[src/rtl/xcu_pkg.sv]
package xcu_pkg;
  typedef enum logic [1:0] {
    XM_WIDE = 2'b00,
    XM_RPT  = 2'b01,
    XM_BLK  = 2'b10,
    XM_RSV  = 2'b11
  } xcu_mode_e;

  function automatic logic xcu_is_split(xcu_mode_e m);
    return m != XM_WIDE;
  endfunction
endpackage

[src/rtl/xcu_wide_step.sv]
module xcu_wide_step #(
  parameter int CNT_W = 16
) (
  input  logic [CNT_W-1:0] cnt,
  input  logic             armed,
  input  logic             go,
  output logic [CNT_W-1:0] nxt,
  output logic             last
);
  // Zero with armed set stands for the full range; wrapping to all ones is correct.
  always_comb begin
    nxt  = cnt - CNT_W'(1);
    last = go && armed && (cnt == CNT_W'(1));
  end
endmodule

[src/rtl/xcu_split_step.sv]
module xcu_split_step #(
  parameter int CNT_W = 16
) (
  input  logic [CNT_W-1:0] cnt,
  input  logic             go,
  output logic [CNT_W-1:0] nxt,
  output logic             reload
);
  localparam int HALF_W = CNT_W / 2;

  logic [HALF_W-1:0] hi_b, lo_b;

  always_comb begin
    hi_b   = cnt[CNT_W-1:HALF_W];
    lo_b   = cnt[HALF_W-1:0];
    reload = go && (lo_b == HALF_W'(1));
    if (reload) nxt = {hi_b, hi_b};
    else        nxt = {hi_b, lo_b - HALF_W'(1)};
  end
endmodule

[src/rtl/xcu_align_chk.sv]
module xcu_align_chk #(
  parameter int ADDR_W = 24
) (
  input  logic              strobe,
  input  logic              word,
  input  logic [ADDR_W-1:0] addr,
  output logic              accept,
  output logic              bad
);
  logic unused_hi;
  assign unused_hi = ^addr[ADDR_W-1:1];

  always_comb begin
    bad    = strobe && word && addr[0];
    accept = strobe && !bad;
  end
endmodule

[src/rtl/xfer_count_unit.sv]
module xfer_count_unit
  import xcu_pkg::*;
#(
  parameter int CNT_W  = 16,
  parameter int ADDR_W = 24
) (
  input  logic              clk,
  input  logic              rst,
  input  logic              load_en,
  input  logic [CNT_W-1:0]  load_count,
  input  logic [1:0]        load_mode,
  input  logic              xfer_strobe,
  input  logic              xfer_word,
  input  logic [ADDR_W-1:0] dest_addr,
  output logic [CNT_W-1:0]  count_out,
  output logic [1:0]        mode_out,
  output logic              run,
  output logic              done_pulse,
  output logic              reload_pulse,
  output logic              align_err
);
  localparam int HALF_W = CNT_W / 2;

  logic [CNT_W-1:0] cnt_q, w_nxt, s_nxt;
  xcu_mode_e        mode_q;
  logic             armed_q, done_q, reload_q, err_q;
  logic             accept, bad, w_last, s_reload;
  logic             split;

  assign split = xcu_is_split(mode_q);

  xcu_align_chk #(.ADDR_W(ADDR_W)) u_align (
    .strobe (xfer_strobe),
    .word   (xfer_word),
    .addr   (dest_addr),
    .accept (accept),
    .bad    (bad)
  );

  xcu_wide_step #(.CNT_W(CNT_W)) u_wide (
    .cnt   (cnt_q),
    .armed (armed_q),
    .go    (accept && !split),
    .nxt   (w_nxt),
    .last  (w_last)
  );

  xcu_split_step #(.CNT_W(CNT_W)) u_split (
    .cnt    (cnt_q),
    .go     (accept && split),
    .nxt    (s_nxt),
    .reload (s_reload)
  );

  always_ff @(posedge clk) begin
    if (rst) begin
      cnt_q    <= '0;
      mode_q   <= XM_WIDE;
      armed_q  <= 1'b0;
      done_q   <= 1'b0;
      reload_q <= 1'b0;
      err_q    <= 1'b0;
    end else begin
      done_q   <= 1'b0;
      reload_q <= 1'b0;
      err_q    <= bad;
      if (load_en) begin
        cnt_q   <= load_count;
        mode_q  <= xcu_mode_e'(load_mode);
        armed_q <= 1'b1;
      end else if (accept) begin
        if (split) begin
          cnt_q    <= s_nxt;
          reload_q <= s_reload;
        end else if (armed_q) begin
          cnt_q <= w_nxt;
          if (w_last) begin
            armed_q <= 1'b0;
            done_q  <= 1'b1;
          end
        end
      end
    end
  end

  assign count_out    = cnt_q;
  assign mode_out     = mode_q;
  assign run          = armed_q;
  assign done_pulse   = done_q;
  assign reload_pulse = reload_q;
  assign align_err    = err_q;

  assert_load_wins_R10: assert property (@(posedge clk) disable iff (rst)
    load_en |=> (count_out == $past(load_count)) && run);

  assert_done_one_cycle_R4: assert property (@(posedge clk) disable iff (rst)
    done_pulse |=> !done_pulse);

  assert_done_at_zero_R4: assert property (@(posedge clk) disable iff (rst)
    done_pulse |-> (count_out == '0) && !run && (mode_out == 2'b00));

  assert_idle_hold_R5: assert property (@(posedge clk) disable iff (rst)
    (!run && !load_en) |=> $stable(count_out) && !done_pulse);

  assert_reload_value_R8: assert property (@(posedge clk) disable iff (rst)
    reload_pulse |-> count_out[HALF_W-1:0] == count_out[CNT_W-1:HALF_W]);

  assert_align_reject_R11: assert property (@(posedge clk) disable iff (rst)
    (xfer_strobe && xfer_word && dest_addr[0] && !load_en) |=> align_err && $stable(count_out));

  assert_pulse_excl_R8: assert property (@(posedge clk) disable iff (rst)
    !(done_pulse && reload_pulse));
endmodule

[config.mk]
export PLATFORM = sky130hd
export DESIGN_NAME = xfer_count_unit
export DESIGN_NICKNAME = d
export VERILOG_FILES = /design/src/rtl/xcu_pkg.sv /design/src/rtl/xcu_wide_step.sv /design/src/rtl/xcu_split_step.sv /design/src/rtl/xcu_align_chk.sv /design/src/rtl/xfer_count_unit.sv
export SDC_FILE = /design/constraint.sdc
export NUM_CORES = 1
export LEC_CHECK = 0
export ABC_AREA = 1
export CAP_MARGIN = 20
export CORE_ASPECT_RATIO = 1.1
export CORE_MARGIN = 1
export CORE_UTILIZATION = 42
export DETAILED_ROUTE_END_ITERATION = 10
export PLACE_DENSITY_LB_ADDON = 0.1
export SLEW_MARGIN = 5
export SYNTH_ARGS = -nofsm -noshare
export SYNTH_HDL_FRONTEND = slang
export SYNTH_SLANG_ARGS = --single-unit
[constraint.sdc]
create_clock -name clk -period 1.9 [get_ports clk]
set_clock_uncertainty 0.05 [all_clocks]
set_input_delay 0.475 -clock clk [delete_from_list [all_inputs] [get_ports clk]]
set_output_delay 0.475 -clock clk [all_outputs]
set_load 0.05 [all_outputs]
==> flow_summary.toml, run 1 <==
[sta]
hold_viol = 0
fmax_mhz = 614
max_slew_margin_pct = 77.6
timing.final.ws_setup_ps = 271
drv_slew = 0
fin_crit_ps = 1630
period_share_pct = 85.7
rsz0062_at_grt = "false"
tightest_slew_ps = 335
tns_ps = 0
finalSetupViolCount = 0

[placed_design]
postPlaceCellArea_um2 = 2110
routabilityCongestion = 0.856
io_buffers = 45
dp_hpwl_um = 3080
dpl_worst_slack_ps = -28.3

[global_route]
gr-total-overflow = 0
grt_pass1_vias = 1497
grt_use_total_pct = 21.6
antenna_found_initial = 0
grt_first_pass_wirelength_um = 6440
grt_max_degree = 18

[critical_path]
crit_required_ps = 2110
cp.arrival_ps = 1840
crit_fanout = 7
start_kind = "flop"
rrSetupSlack_ps = 270
reg2reg_from = "count_out[0]$_SDFFE_PP0P_"
crit_start = "count_out[0]$_SDFFE_PP0P_"
crit_type = "reg -> reg"
crit_end = "count_out[10]$_SDFFE_PP0P_"
r2r-end = "count_out[10]$_SDFFE_PP0P_"
cp-end-kind = "flop"
r2r_cells = 8

[pwr]
leakagePower_nw = 1.00
peakVddDrop_mv = 0.313
cellPowerDensity_nw_per_um2 = 690
power.total_mw = 1.48

[run]
drv_cap = 0

[floorplanning]
initial_utilization_pct = 45.3
boundaryPins = 69
core_um2 = 3410
die_x_um = 59.9
row_count = 22
die_h_um = 65.6
design.die.area_um2 = 3930

[drt]
wl_per_cell_um = 11.4
route.detailed.drc = 0
ant_nets = 0
vias = 1656
drtPass1Iterations = 4
dr.first_iter.drc_count = 62
avgViaCountPerCell = 4.87
routed_wl_um = 3880

[clock_network]
cts_buffers = 3
cts_hold_buf = 0
path_clk_slew_ps = 120
clk_path_buf_depth = 2
clock_sinks = 22
cts_setup_buffers = 0
htreeDepth = 1
cts_tree = "built"
post_cts_resized = 0
root_buffer = "clkbuf_4"
clock_latency_ps = 320

[finish]
nNetsFinal = 342
drive_gt1_share_pct = 21.9
antenna_cells = 0
area_growth_pct = 38.9
post-route-cell-area_um2 = 2150
fillerInstances = 352

[yosys]
ys_ff_latch = 22
ys_seq_area_share_pct = 28.5
syn_area_um2 = 1550
synth_nets = 286
yosysWarningCount = 0
synth.avg_cell_area_um2 = 6.53
syn_inst = 237
ys_types = 29

[outcome]
status = "finished, final reports clean"

[min_path]
min_path_type = "reg -> reg"
power by group:
group | internal, mW | switching, mW | total (mW)
clock | 0.117 | 0.146 | 0.264
sequential | 0.496 | 0.0536 | 0.550
combinational | 0.267 | 0.402 | 0.669
routing by layer:
layer,GRT usage [%],routed length [µm],part of all wire [%],vias to the layer above
met5,0,0,0,-
met2,35.7,1800,46,39
met4,9.01,82,2.1,0
met1,26.8,1860,48,726
li1,-,-,-,882
met3,4.13,135,3.5,9
final cells by class:
class	instances	area [µm²]	area share, %
tap	48	60.1	2.80
multi-input combinational	185	957	44.6
sequential	22	440	20.5
timing repair buffer	58	568	26.4
inverter	23	86.3	4.02
clock buffer	4	36.3	1.69
worst min-delay path by stage:
stage | startpoint | to | slack (ps) | depth (start not counted)
2_1_floorplan | xfer_strobe | align_err$_SDFF_PP0_ | 550 | 2
3_3_place_gp | mode_out[0]$_SDFFE_PP0P_ | mode_out[0]$_SDFFE_PP0P_ | 430 | 2
3_5_place_dp | mode_out[0]$_SDFFE_PP0P_ | mode_out[0]$_SDFFE_PP0P_ | 440 | 2
4_1_cts | mode_out[0]$_SDFFE_PP0P_ | mode_out[0]$_SDFFE_PP0P_ | 450 | 2
5_1_grt | mode_out[0]$_SDFFE_PP0P_ | mode_out[0]$_SDFFE_PP0P_ | 480 | 2
6_report | mode_out[0]$_SDFFE_PP0P_ | mode_out[0]$_SDFFE_PP0P_ | 440 | 2
synthesized netlist by cell type:
library cell	instances	area share, %
a21oi_1	23	7.4
a21oi_2	2	1.1
a31oi_1	1	0.40
buf_2	1	0.32
buf_6	2	1.5
clkbuf_1	2	0.49
clkbuf_8	2	1.8
dfxtp_1	22	28
ha_1	2	1.6
inv_1	22	5.3
inv_2	1	0.24
nand2_1	57	14
nand2_2	3	1.2
nand2_4	3	2.2
nand3_1	28	9.1
nand3_2	1	0.65
nand4_1	7	2.8
nand4_2	1	0.81
nor2_1	34	8.3
nor2_2	6	2.4
nor2_4	3	2.2
nor2_8	1	1.3
nor3_1	1	0.32
o211ai_2	2	1.6
o21ai_0	5	1.6
o21ai_4	1	1.1
or2_1	1	0.40
or2_2	1	0.40
xor2_1	2	1.1
layout by cell type, fill, tap and decap left out:
master	n
nand2_1	57
nor2_1	34
buf_4	29
nand3_1	28
a21oi_1	23
clkdlybuf4s50_1	23
inv_1	22
dfxtp_1	22
nand4_1	7
nor2_2	6
buf_12	6
o21ai_0	5
nand2_2	3
nor2_4	3
nand2_4	3
clkbuf_4	3
xor2_1	2
o211ai_2	2
a21oi_2	2
ha_1	2
nand4_2	1
inv_2	1
nor2_8	1
or2_1	1
o21ai_4	1
nor3_1	1
or2_2	1
nand3_2	1
a31oi_1	1
clkbuf_8	1
worst max-delay path: stages, from the launching register on:
cell,delay (ps)
dfxtp_1,360
inv_1,150
ha_1,280
nand2_1,140
nor2_4,220
nand3_1,100
nand2_1,70
nand3_1,70
a21oi_1,140
sequential cells by signal (all words and copies together) (netlist names):
| register | flops |
|---|---|
| align_err | 1 |
| reload_pulse | 1 |
| run | 1 |
| count_out | 16 |
| mode_out | 2 |
| done_pulse | 1 |
cells by family after synthesis:
| family | count (synthesis) | share of synthesized area (%) |
|---|---|---|
| simple gates | 147 | 45.9 |
| fa+ha+maj | 2 | 1.62 |
| compound gates | 34 | 13.3 |
| xor+xnor | 2 | 1.13 |
| buf+inv | 30 | 9.63 |
| flops | 22 | 28.5 |
stage by stage:
step | instances | hold slack [ps] | util (%)
after floorplan | 237 | 548 | -
after global placement | 336 | 432 | 61.9
after detailed placement | 336 | 439 | 61.9
after CTS | 340 | 455 | 62.9
after global routing | 340 | 480 | 62.9
final | 340 | 444 | 62.9
Power figures use the tool's default switching activity.
==> inputs of run 2 (changes only) <==
- clock period: 1.9 -> 1.86 ns (I/O delays scaled with it)
==> flow_summary.toml, run 2 (same netlist as run 1, synthesis figures left out) <==
[clock_network]
root_buffer = "clkbuf_4"
post_cts_resized = 0
cts_hold_buf = 0
clock_sinks = 22
clk_path_buf_depth = 2
cts_tree = "built"
cts_buffers = 3
path_clk_slew_ps = 120
htreeDepth = 1
cts_setup_buffers = 0
clock_latency_ps = 320

[pwr]
p_sw_share_pct = 40.2
leakagePower_nw = 1.02
power_switching_mw = 0.618
power_frac_seq_pct = 36.9
combPwrFrac_pct = 45.3
clkPwrFrac_pct = 17.8
power.total_mw = 1.54
peakVddDrop_mv = 0.375
cellPowerDensity_nw_per_um2 = 699
p_int_mw = 0.919

[critical_path]
path_cells = "inv_1 > ha_1 > nand2_1 > nor2_4 > nand3_1 > nand2_1 > nand3_1 > a21oi_1"
critPathMaxStageDelay_ps = 360
cp-end-kind = "flop"
crit_family = "simple AND/OR/NAND/NOR gates"
crit_fanout = 7
r2r_cells = 8
r2r-end = "count_out[10]$_SDFFE_PP0P_"
worst_path_max_delay_cell = "dfxtp_1"
reg2reg_from = "count_out[0]$_SDFFE_PP0P_"
start_kind = "flop"
crit_required_ps = 2070
cp_num_buf_inv = 1
cp.arrival_ps = 1820
rrSetupSlack_ps = 250
crit_type = "reg -> reg"

[sta]
period_share_pct = 86.7
drv_slew = 0
rsz0062_at_grt = "false"
fin_crit_ps = 1610
timing.final.ws_setup_ps = 248
fmax_mhz = 620
hold_viol = 0
tightest_slew_ps = 340
max_slew_margin_pct = 77.3
finalSetupViolCount = 0

[placed_design]
dp_hpwl_um = 2970
dp_cells = 336
routabilityCongestion = 0.818
io_buffers = 45
dpl_worst_slack_ps = -26.4

[global_route]
grt_use_total_pct = 22.1
antenna_found_initial = 0
grt_first_pass_wirelength_um = 6620
grt_pass1_vias = 1526
grt_max_degree = 18
gr-total-overflow = 0

[floorplanning]
die_h_um = 65.6
core_um2 = 3410
initial_utilization_pct = 45.3
row_count = 22
design.die.area_um2 = 3930
boundaryPins = 69
die_x_um = 59.9

[finish]
area_growth_pct = 42.2
utilization_pct = 64.4
antenna_cells = 0
nNetsFinal = 342
fin_cells = 340
largest_reg_flops = 16
fillerInstances = 327
drive_gt1_share_pct = 21.9
final_cell_mix = "nand2_1 (57), nor2_1 (34), nand3_1 (28)"
final_common_cell = "nand2_1"

[drt]
top_layer = "met4"
wl_met1_um = 1770
wl_met2_um = 1780
route.detailed.drc = 0
met3_length_um = 140
dr.first_iter.drc_count = 69
vias = 1644
ant_nets = 0
wl_per_cell_um = 11.1
drtPass1Iterations = 4
routed_wl_um = 3760
avgViaCountPerCell = 4.84

[min_path]
hold_depth = 2
hold_path.startpoint = "mode_out[0]$_SDFFE_PP0P_"
min_path_type = "reg -> reg"
holdPathEnd = "mode_out[0]$_SDFFE_PP0P_"

[run]
drv_cap = 0

[outcome]
status = "finished, final reports clean"
==> run 2: cell counts in the layout (fill, tap and decap cells not counted) <==
Identical to the previous run, type by type.
==> run 2: worst reg2reg max path, cell delays in order, from the launching register on <==
cell	delay [ps]
dfxtp_1	360
inv_1	150
ha_1	270
nand2_1	140
nor2_4	220
nand3_1	100
nand2_1	70
nand3_1	60
a21oi_1	140
==> run 2: stage by stage <==
stage	TNS [ps]	hold slack, ps	area (µm²)
5_1_grt	0	472	2200
3_5_place_dp	-83.6	438	2160
2_1_floorplan	0	538	1550
3_3_place_gp	-67.2	431	2160
4_1_cts	0	454	2200
6_report	0	447	2200
==> run 2: layout make-up <==
| cell class | count | area, µm² | area share, % |
|---|---|---|---|
| clock buffer | 4 | 36.3 | 1.65 |
| sequential | 22 | 440 | 20.0 |
| inverter | 23 | 86.3 | 3.93 |
| multi-input combinational | 185 | 957 | 43.5 |
| timing repair buffer | 58 | 618 | 28.1 |
| tap | 48 | 60.1 | 2.73 |
==> run 2: per-layer routing <==
layer | vias to the layer above | GRT usage (%)
met1 | 715 | 28.3
met5 | - | 0
met2 | 42 | 36.8
li1 | 882 | -
met4 | 0 | 8.72
met3 | 5 | 2.95
==> run 2: power by group through the flow <==
stage | Clock (mW) | Combinational [mW] | Sequential (mW)
final | 0.274 | 0.697 | 0.567
after detailed placement | 0 | 0.701 | 0.578
after global routing | 0.304 | 0.771 | 0.574
after CTS | 0.280 | 0.703 | 0.567
after floorplan | 0 | 0.345 | 0.683
after global placement | 0 | 0.694 | 0.577
==> run 2: how the worst max path moves through the flow <==
stage / from / end / cells after the start
2_1_floorplan: count_out[0]$_SDFFE_PP0P_ / count_out[2]$_SDFFE_PP0P_ / 6
3_3_place_gp: dest_addr[0] / count_out[3]$_SDFFE_PP0P_ / 9
3_5_place_dp: dest_addr[0] / count_out[3]$_SDFFE_PP0P_ / 9
4_1_cts: count_out[0]$_SDFFE_PP0P_ / count_out[14]$_SDFFE_PP0P_ / 8
5_1_grt: count_out[0]$_SDFFE_PP0P_ / count_out[12]$_SDFFE_PP0P_ / 8
6_report: count_out[0]$_SDFFE_PP0P_ / count_out[10]$_SDFFE_PP0P_ / 8
